File: config.mk
export PLATFORM = sky130hd
export DESIGN_NAME = thermo_spi_poller
export DESIGN_NICKNAME = d
export VERILOG_FILES = /design/src/rtl/tcp_pkg.sv /design/src/rtl/tcp_wait_timer.sv /design/src/rtl/tcp_sck_gen.sv /design/src/rtl/tcp_shifter.sv /design/src/rtl/tcp_decode.sv /design/src/rtl/thermo_spi_poller.sv
export SDC_FILE = /design/constraint.sdc
export NUM_CORES = 1
export LEC_CHECK = 0
export ABC_AREA = 1
export ABC_CLOCK_PERIOD_IN_PS = 1800
export CAP_MARGIN = 20
export CORE_MARGIN = 2
export CORE_UTILIZATION = 49
export DETAILED_ROUTE_END_ITERATION = 8
export PLACE_DENSITY = 0.75
export SYNTH_ARGS = -nofsm -noshare
export SYNTH_HDL_FRONTEND = slang
export SYNTH_HIERARCHICAL = 1
export SYNTH_SLANG_ARGS = --single-unit
export TNS_END_PERCENT = 100
File: constraint.sdc
create_clock -name clk -period 1.8 [get_ports clk]
set_clock_uncertainty 0.1 [all_clocks]
set_input_delay 0.54 -clock clk [delete_from_list [all_inputs] [get_ports clk]]
set_output_delay 0.54 -clock clk [all_outputs]
set_load 0.02 [all_outputs]
File: src/rtl/tcp_pkg.sv
package tcp_pkg;

   typedef enum logic {
      ST_WAIT  = 1'b0,
      ST_SHIFT = 1'b1
   } tcp_state_e;

   // Counter width able to hold values 0..n-1, never below one bit.
   function automatic int unsigned tcp_cw(input int unsigned n);
      return (n <= 1) ? 1 : $clog2(n);
   endfunction

endpackage

File: src/rtl/tcp_wait_timer.sv
module tcp_wait_timer #(
   parameter int unsigned WAIT_CYCLES = 16
) (
   input  logic clk,
   input  logic rst,
   input  logic clr,
   output logic done
);
   localparam int unsigned CW = tcp_pkg::tcp_cw(WAIT_CYCLES);
   localparam logic [CW-1:0] LAST = CW'(WAIT_CYCLES - 1);

   logic [CW-1:0] cnt_q;

   assign done = (cnt_q == LAST);

   // Counts up from the cycle chip select rises and parks on the last value.
   always_ff @(posedge clk) begin
      if (rst || clr)
         cnt_q <= '0;
      else if (!done)
         cnt_q <= cnt_q + CW'(1);
   end
endmodule

File: src/rtl/tcp_sck_gen.sv
module tcp_sck_gen #(
   parameter int unsigned SCK_HALF = 2
) (
   input  logic clk,
   input  logic rst,
   input  logic run,
   output logic tick
);
   localparam int unsigned PW = tcp_pkg::tcp_cw(SCK_HALF);
   localparam logic [PW-1:0] PH_LAST = PW'(SCK_HALF - 1);

   logic [PW-1:0] ph_q;

   assign tick = run && (ph_q == PH_LAST);

   always_ff @(posedge clk) begin
      if (rst || !run)
         ph_q <= '0;
      else if (tick)
         ph_q <= '0;
      else
         ph_q <= ph_q + PW'(1);
   end
endmodule

File: src/rtl/tcp_shifter.sv
module tcp_shifter #(
   parameter int unsigned W = 16
) (
   input  logic         clk,
   input  logic         rst,
   input  logic         shift_en,
   input  logic         din,
   output logic [W-1:0] word
);
   generate
      if (W == 1) begin : g_single
         always_ff @(posedge clk) begin
            if (rst)
               word <= '0;
            else if (shift_en)
               word <= din;
         end
      end else begin : g_multi
         always_ff @(posedge clk) begin
            if (rst)
               word <= '0;
            else if (shift_en)
               word <= {word[W-2:0], din};
         end
      end
   endgenerate
endmodule

File: src/rtl/tcp_decode.sv
module tcp_decode #(
   parameter int unsigned DATA_W    = 12,
   parameter int unsigned FRAC_BITS = 2
) (
   input  logic [DATA_W-1:0]           count,
   output logic [DATA_W-FRAC_BITS-1:0] whole
);
   localparam int unsigned WW = DATA_W - FRAC_BITS;

   generate
      if (FRAC_BITS == 0) begin : g_int
         assign whole = count;
      end else begin : g_frac
         // Truncating divide by 2**FRAC_BITS.
         assign whole = WW'(count >> FRAC_BITS);
      end
   endgenerate
endmodule

File: src/rtl/thermo_spi_poller.sv
module thermo_spi_poller #(
   parameter int unsigned CLK_HZ           = 125_000_000,
   parameter int unsigned SCK_HALF         = 16,
   parameter int unsigned MAX_SCK_HZ       = 4_300_000,
   parameter int unsigned WAIT_CYCLES      = 31_250_000,
   parameter bit          ENFORCE_MIN_WAIT = 1'b1,
   parameter int unsigned FRAME_W          = 16,
   parameter int unsigned DATA_W           = 12,
   parameter int unsigned STAT_W           = 3,
   parameter int unsigned FRAC_BITS        = 2
) (
   input  logic                          clk,
   input  logic                          rst,
   input  logic                          enable,
   output logic                          sck,
   output logic                          cs_n,
   input  logic                          miso,
   output logic                          sample_valid,
   output logic [FRAME_W-1:0]            frame_raw,
   output logic [DATA_W-1:0]             temp_count,
   output logic [STAT_W-1:0]             status,
   output logic [DATA_W-FRAC_BITS-1:0]   temp_c
);
   import tcp_pkg::*;

   localparam int unsigned BW       = tcp_cw(FRAME_W);
   localparam logic [BW-1:0] BIT_LAST = BW'(FRAME_W - 1);
   localparam int unsigned DATA_LSB = STAT_W;
   localparam int unsigned SCK_HZ   = CLK_HZ / (2 * SCK_HALF);
   localparam int unsigned MIN_WAIT = CLK_HZ / 4;

   // Elaboration-time parameter checks.
   generate
      if (SCK_HALF < 1) begin : g_bad_half
         $error("SCK_HALF must be at least 1");
      end
      if (SCK_HZ > MAX_SCK_HZ) begin : g_bad_rate
         $error("serial clock rate exceeds MAX_SCK_HZ");
      end
      if (WAIT_CYCLES < 1) begin : g_bad_wait
         $error("WAIT_CYCLES must be at least 1");
      end
      if (ENFORCE_MIN_WAIT && (WAIT_CYCLES < MIN_WAIT)) begin : g_short_wait
         $error("WAIT_CYCLES is below 250 ms at CLK_HZ");
      end
      if (FRAME_W < DATA_W + STAT_W) begin : g_bad_frame
         $error("FRAME_W cannot hold the data and status fields");
      end
      if (FRAC_BITS >= DATA_W) begin : g_bad_frac
         $error("FRAC_BITS must be below DATA_W");
      end
   endgenerate

   tcp_state_e       state_q;
   logic [BW-1:0]    bit_q;
   logic             tick;
   logic             wait_done;
   logic             sample_en;
   logic             frame_end;
   logic [FRAME_W-1:0] shift_word;
   logic [FRAME_W-1:0] frame_q;

   assign sample_en = (state_q == ST_SHIFT) && tick && !sck;
   assign frame_end = (state_q == ST_SHIFT) && tick && sck && (bit_q == BIT_LAST);

   tcp_wait_timer #(
      .WAIT_CYCLES (WAIT_CYCLES)
   ) u_wait (
      .clk  (clk),
      .rst  (rst),
      .clr  (frame_end),
      .done (wait_done)
   );

   tcp_sck_gen #(
      .SCK_HALF (SCK_HALF)
   ) u_sck (
      .clk  (clk),
      .rst  (rst),
      .run  (state_q == ST_SHIFT),
      .tick (tick)
   );

   tcp_shifter #(
      .W (FRAME_W)
   ) u_shift (
      .clk      (clk),
      .rst      (rst),
      .shift_en (sample_en),
      .din      (miso),
      .word     (shift_word)
   );

   always_ff @(posedge clk) begin
      if (rst) begin
         state_q      <= ST_WAIT;
         cs_n         <= 1'b1;
         sck          <= 1'b0;
         bit_q        <= '0;
         sample_valid <= 1'b0;
         frame_q      <= '0;
      end else begin
         sample_valid <= 1'b0;
         unique case (state_q)
            ST_WAIT: begin
               if (wait_done && enable) begin
                  state_q <= ST_SHIFT;
                  cs_n    <= 1'b0;
                  sck     <= 1'b0;
                  bit_q   <= '0;
               end
            end
            ST_SHIFT: begin
               if (tick) begin
                  if (!sck) begin
                     sck <= 1'b1;
                  end else begin
                     sck <= 1'b0;
                     if (bit_q == BIT_LAST) begin
                        cs_n         <= 1'b1;
                        state_q      <= ST_WAIT;
                        sample_valid <= 1'b1;
                        frame_q      <= shift_word;
                     end else begin
                        bit_q <= bit_q + BW'(1);
                     end
                  end
               end
            end
            default: state_q <= ST_WAIT;
         endcase
      end
   end

   assign frame_raw  = frame_q;
   assign temp_count = frame_q[DATA_LSB +: DATA_W];
   assign status     = frame_q[STAT_W-1:0];

   tcp_decode #(
      .DATA_W    (DATA_W),
      .FRAC_BITS (FRAC_BITS)
   ) u_decode (
      .count (temp_count),
      .whole (temp_c)
   );
endmodule

### Yosys cells after proc, flatten, opt, wreduce, memory -nomap -nowiden

Cells that the tools add are included.
W data, S select, Z words.

* add/subtract/negate cells: 3
* equality and inequality tests: 8
* mux-type cells: 19
* bitwise operators: 3
* reductions and logical operators: 16

Operator list (count)
* $add A25 B1 Y25 const B: 1
* $eq A25 B25 Y1 const B: 1
* $mux W4: 4
* $reduce_and A4 Y1: 3
* $mux W1: 11
* $add A4 B1 Y4 const B: 2
* $eq A4 B4 Y1 const B: 2
* $pmux W4 S2: 1
* $logic_and A1 B1 Y1: 6
* $ne A2 B2 Y1 const B: 3
* $pmux W1 S2: 3
* $ne A2 B1 Y1 const B: 2
* $reduce_or A4 Y1: 1
* $not A1 Y1: 3
* $logic_not A1 Y1: 2
* $logic_or A1 B1 Y1: 2
* $reduce_and A2 Y1: 1
* $reduce_or A2 Y1: 1

* bits in registers: 69
* input bits: 4
* output and inout port bits: 44
* word-level logic and storage cells: 58

### Depth between registers and ports, before layout

* depth after elaboration: 6
* mapped depth: 11
* depth with buffers taken out: 10

### By module

Netlist, hierarchy kept.

By module, submodules not included
* tcp_wait_timer: instances 1, cells each 248, area each 1534.0 sq um, seq. area each 500.5 sq um
* thermo_spi_poller: instances 1, cells each 139, area each 1067.3 sq um, seq. area each 480.5 sq um
* tcp_shifter: instances 1, cells each 101, area each 670.6 sq um, seq. area each 320.3 sq um
* tcp_sck_gen: instances 1, cells each 20, area each 166.4 sq um, seq. area each 80.1 sq um
* tcp_decode: instances 1, cells each 10, area each 75.1 sq um, seq. area each 0.0 sq um

### Worst setup path before layout

No wires, ideal clock.

* kind: flip-flop to flip-flop
* start point: register u_sck.ph_q[0]
* end point: register u_wait.cnt_q[13]
* setup time: 128 ps
* arrival time: 1597 ps
* data required time: 1572 ps
* slack: -25 ps
* stages on the path, launching flop included: 12
* path buffers: 1
* period minus slack after synthesis: 1825 ps
* cells stage by stage: dfxtp_1 -> ha_1 -> nand3_1 -> nor2_1 -> nand2_2 -> nor2_4 -> nand2_4 -> inv_2 -> nor2_1 -> inv_1 -> clkbuf_1 -> nor2_1

* longest elaborated chain between the ends: 6

RTL lines
* start: declaration: line tcp_sck_gen.sv:12 `logic [PW-1:0] ph_q;`
* start signal: assignment: line tcp_sck_gen.sv:22 `ph_q <= ph_q + PW'(1);`
* $eq A4 B4 Y1: line tcp_sck_gen.sv:14 `assign tick = run && (ph_q == PH_LAST);`
* $logic_and A1 B1 Y1: line tcp_sck_gen.sv:14
* net tick: line thermo_spi_poller.sv:56 `logic tick;`
* $logic_and A1 B1 Y1 (3 in series): line thermo_spi_poller.sv:64 `assign frame_end = (state_q == ST_SHIFT) && tick && sck && (bit_q == BIT_LAST);`
* net frame_end: line thermo_spi_poller.sv:59 `logic frame_end;`
* $logic_or A1 B1 Y1: line tcp_wait_timer.sv:18 `if (rst || clr)`
* end signal: assignment: line tcp_wait_timer.sv:21 `cnt_q <= cnt_q + CW'(1);`
* end: declaration: line tcp_wait_timer.sv:12 `logic [CW-1:0] cnt_q;`

The timed path passes the listed nets, and every way through them passes these cells.
A chain may end at the register's enable or synchronous reset.

### Final worst setup path

* start point: register frame_q[6], in the netlist frame_raw[6]
* end point: output temp_count[3]

RTL lines
* start: declaration: line thermo_spi_poller.sv:61 `logic [FRAME_W-1:0] frame_q;`
* start signal: assignment: line thermo_spi_poller.sv:123 `frame_q <= shift_word;`
* end: declaration: line thermo_spi_poller.sv:20 `output logic [DATA_W-1:0] temp_count,`

No word-level cell between the ends.

==> results by group <==
Run status
  • Status: finished clean

Drt
  • DR pass1 iterations: 4
  • DRT antenna net count: 0
  • DR vias: between 3,000 and 4,000
  • Routed vias/inst: around 4.7
  • Routed wire per std cell: around 11 um
  • DRC viols: 0
  • Detailed Route WL: around 7500 um
  • Starting DRT DRC Count: between 100 and 150

Clock network
  • Hold_buf cts: 0
  • Clock latency on the worst-skew pair: approximately 0.35 ns
  • Clock slew at reported path FFs: around 0.08 ns
  • CTS root buffer: clkbuf_8
  • Inserted Clock Buffers: 9
  • Clock sink count: between 60 and 70
  • CTS tree: built
  • Maximum buffer depth of the clock tree: 2
  • # H-tree levels: 3

Final layout
  • Most frequent cells in the layout: nand2_1, nor2_1, dfxtp_1
  • Share of cells above drive strength 1: 0.139
  • Final net count: ~570
  • Antenna cells: 0
  • Commonest non-fill, non-tap cell in the layout: nand2_1
  • Final Util: 0.618
  • Area Overhead vs Synth: 20.8%

Critical path
  • Slowest cell on crit path: dfxtp_1
  • R2r setup slk: about 0.10 ns
  • Buf+Inv Stages, Crit Path: 1
  • CP Launch Type: flop
  • CP max FO: 4
  • Crit Path Class: reg2out
  • CP Capture Type: output port
  • Sequence of cells on the critical path: dlygate4sd2_1
  • Worst path max stage delay: 0.38 ns
  • Critical path required time: around 1.2 ns
  • Worst Path Arrival: about 1.1 ns
  • Worst path top cell family by delay: flip-flops

Logic synthesis
  • Netlist Area Pre-Place: around 0.0035 sq mm
  • Synth area leaders: dfxtp_1, nand2_1, nor2_1
  • Cell accounting for the most synthesized area: dfxtp_1
  • EDFF count, synth: 0
  • Netlist cell types: 29
  • Share of the synthesized area in the top cell type: 0.393
  • Main flop type after synthesis: dfxtp_1
  • Synth async-reset ratio: 0
  • Net Count, Synth: ~530
  • Register bit total from synthesis: 69
  • Syn Area/Cell: slightly below 7 sq um
  • Mapped Cells: roughly 520
  • Yosys warning count: 6
  • Post-synthesis sequential area ratio: 0.393

Timing
  • Final hold vios: 0
  • Max Slew Vio Count: 0
  • Period Utilization, post-route: 0.959
  • Slew @ Worst Pin: 0.494 ns
  • Min Tclk post-route: 1.73 ns
  • Hold WS: 0.354 ns
  • # setup viols final: 0
  • RSZ-0062 raised after global routing: true
  • Fmax: a little under 600 MHz
  • Relative slew slack: 0.670

Floorplanning
  • Die span in y: around 89 um
  • Die ar.: around 0.0079 sq mm
  • # rows: 30
  • Die X: between 80 and 90 um
  • Core box area: between 0.006 and 0.007 sq mm
  • Initial Util: 0.511
  • Boundary Pins: between 40 and 50

GRT
  • Global-route wire length before repair: between 10,000 and 15,000 um
  • Grt ovf: 0
  • Initial antenna violation count: 0
  • Vias in the first global route: ~2,800
  • Largest net degree at the start of global routing: 33
  • Total track usage: 0.206

Placed design
  • HPWL after detailed placement: ~5300 um
  • PortBufs: 47
  • Routability cong.: roughly 0.95

Power
  • Lkg Pwr: between 1.5 and 2 nW
  • Total power divided by cell area: just over 700 mW/mm^2
  • Max VDD drop: 0.433 mV

Worst hold path
  • Worst hold-check path type: reg2reg

Flow run
  • Max cap viols: 0
==> cell usage after synthesis, types with 3 or more instances <==
| library cell | count |
|---|---|
| nor2_2 | 9 |
| nor2_1 | 85 |
| o21ai_0 | 9 |
| nand3_1 | 22 |
| nand2_2 | 5 |
| buf_4 | 26 |
| nor3_1 | 9 |
| nand3_2 | 5 |
| buf_6 | 5 |
| ha_1 | 3 |
| nand4_1 | 3 |
| xnor2_1 | 3 |
| dfxtp_1 | 69 |
| inv_1 | 60 |
| inv_2 | 3 |
| a21oi_1 | 21 |
| nand2_1 | 163 |
| xor2_1 | 3 |
| nor2_4 | 5 |
==> worst paths after layout <==
path,cells past startpoint,from,endpoint
setup / recovery,1,frame_raw[6],temp_count[3]
hold / removal,2,cs_n,cs_n
setup reg to reg,12,u_sck/ph_q[1],frame_raw[3]
hold reg to reg,2,cs_n,cs_n
==> metrics by stage <==
step                      setup TNS [ns]  std cells  power (mW)  cell area, sq um  setup WS [ns]
after floorplan                        0        518        1.63              3510         0.0600
after global placement            -0.156        647        1.67              4020        -0.0155
after detailed placement         -0.0701        647        1.67              4020        -0.0177
after CTS                              0        662        3.04              4180         0.0227
after global routing             -0.0421        664        3.11              4250        -0.0358
final                                  0        664        3.01              4250         0.0744
==> flip-flops by register name (all words and copies together), names as in the netlist <==
register      cells
bit_q             4
cs_n              1
frame_raw        16
sample_valid      1
sck               1
state_q           1
u_sck/ph_q        4
u_shift/word     16
u_wait/cnt_q     25
==> timing repair <==
action / CTS / global route
setup buffers: 0 / 3
pin swaps: 0 / 5
resized for setup: 44 / 14
setup endpoints to repair: 44 / 61
cloned: 0 / 0
==> layout make-up <==
cell class              instances  area [sq um]
well taps                      96           120
clock inverters                 6          88.8
inverters                      63           236
flip-flops and latches         69          1380
multi-input cells             352          1670
clock buffers                   9           124
fillers                       660          2620
repair buffers                 69           623
==> logic make-up (layout without fill, tap and decap cells) <==
kind of cell	count (synthesis)	after routing	synth area share
adder cells (fa/ha/maj)	3	3	0.0107
buffers and inverters	97	147	0.145
AO/OA/AOI/OAI	32	32	0.0484
XOR/XNOR	6	6	0.0150
AND/OR/NAND/NOR	311	311	0.387
flip-flops	69	69	0.393
==> metal layers <==
layer  up-vias  wire (um)  global-route usage
met4         0        132              0.0840
met5         -          0                   0
met3        10        340              0.0578
met2        64       3670               0.334
met1      1414       3400               0.256
li1       1642          -                   -
==> where the power goes <==
part	switching, mW	leakage, nW	internal, mW	total, mW
Combinational	0.0559	1.21	0.0431	0.0990
Sequential	0.00309	0.557	1.53	1.53
Clock	0.601	0.101	0.771	1.37
Total	0.660	1.86	2.35	3.01
Power figures use the tool's default switching activity.
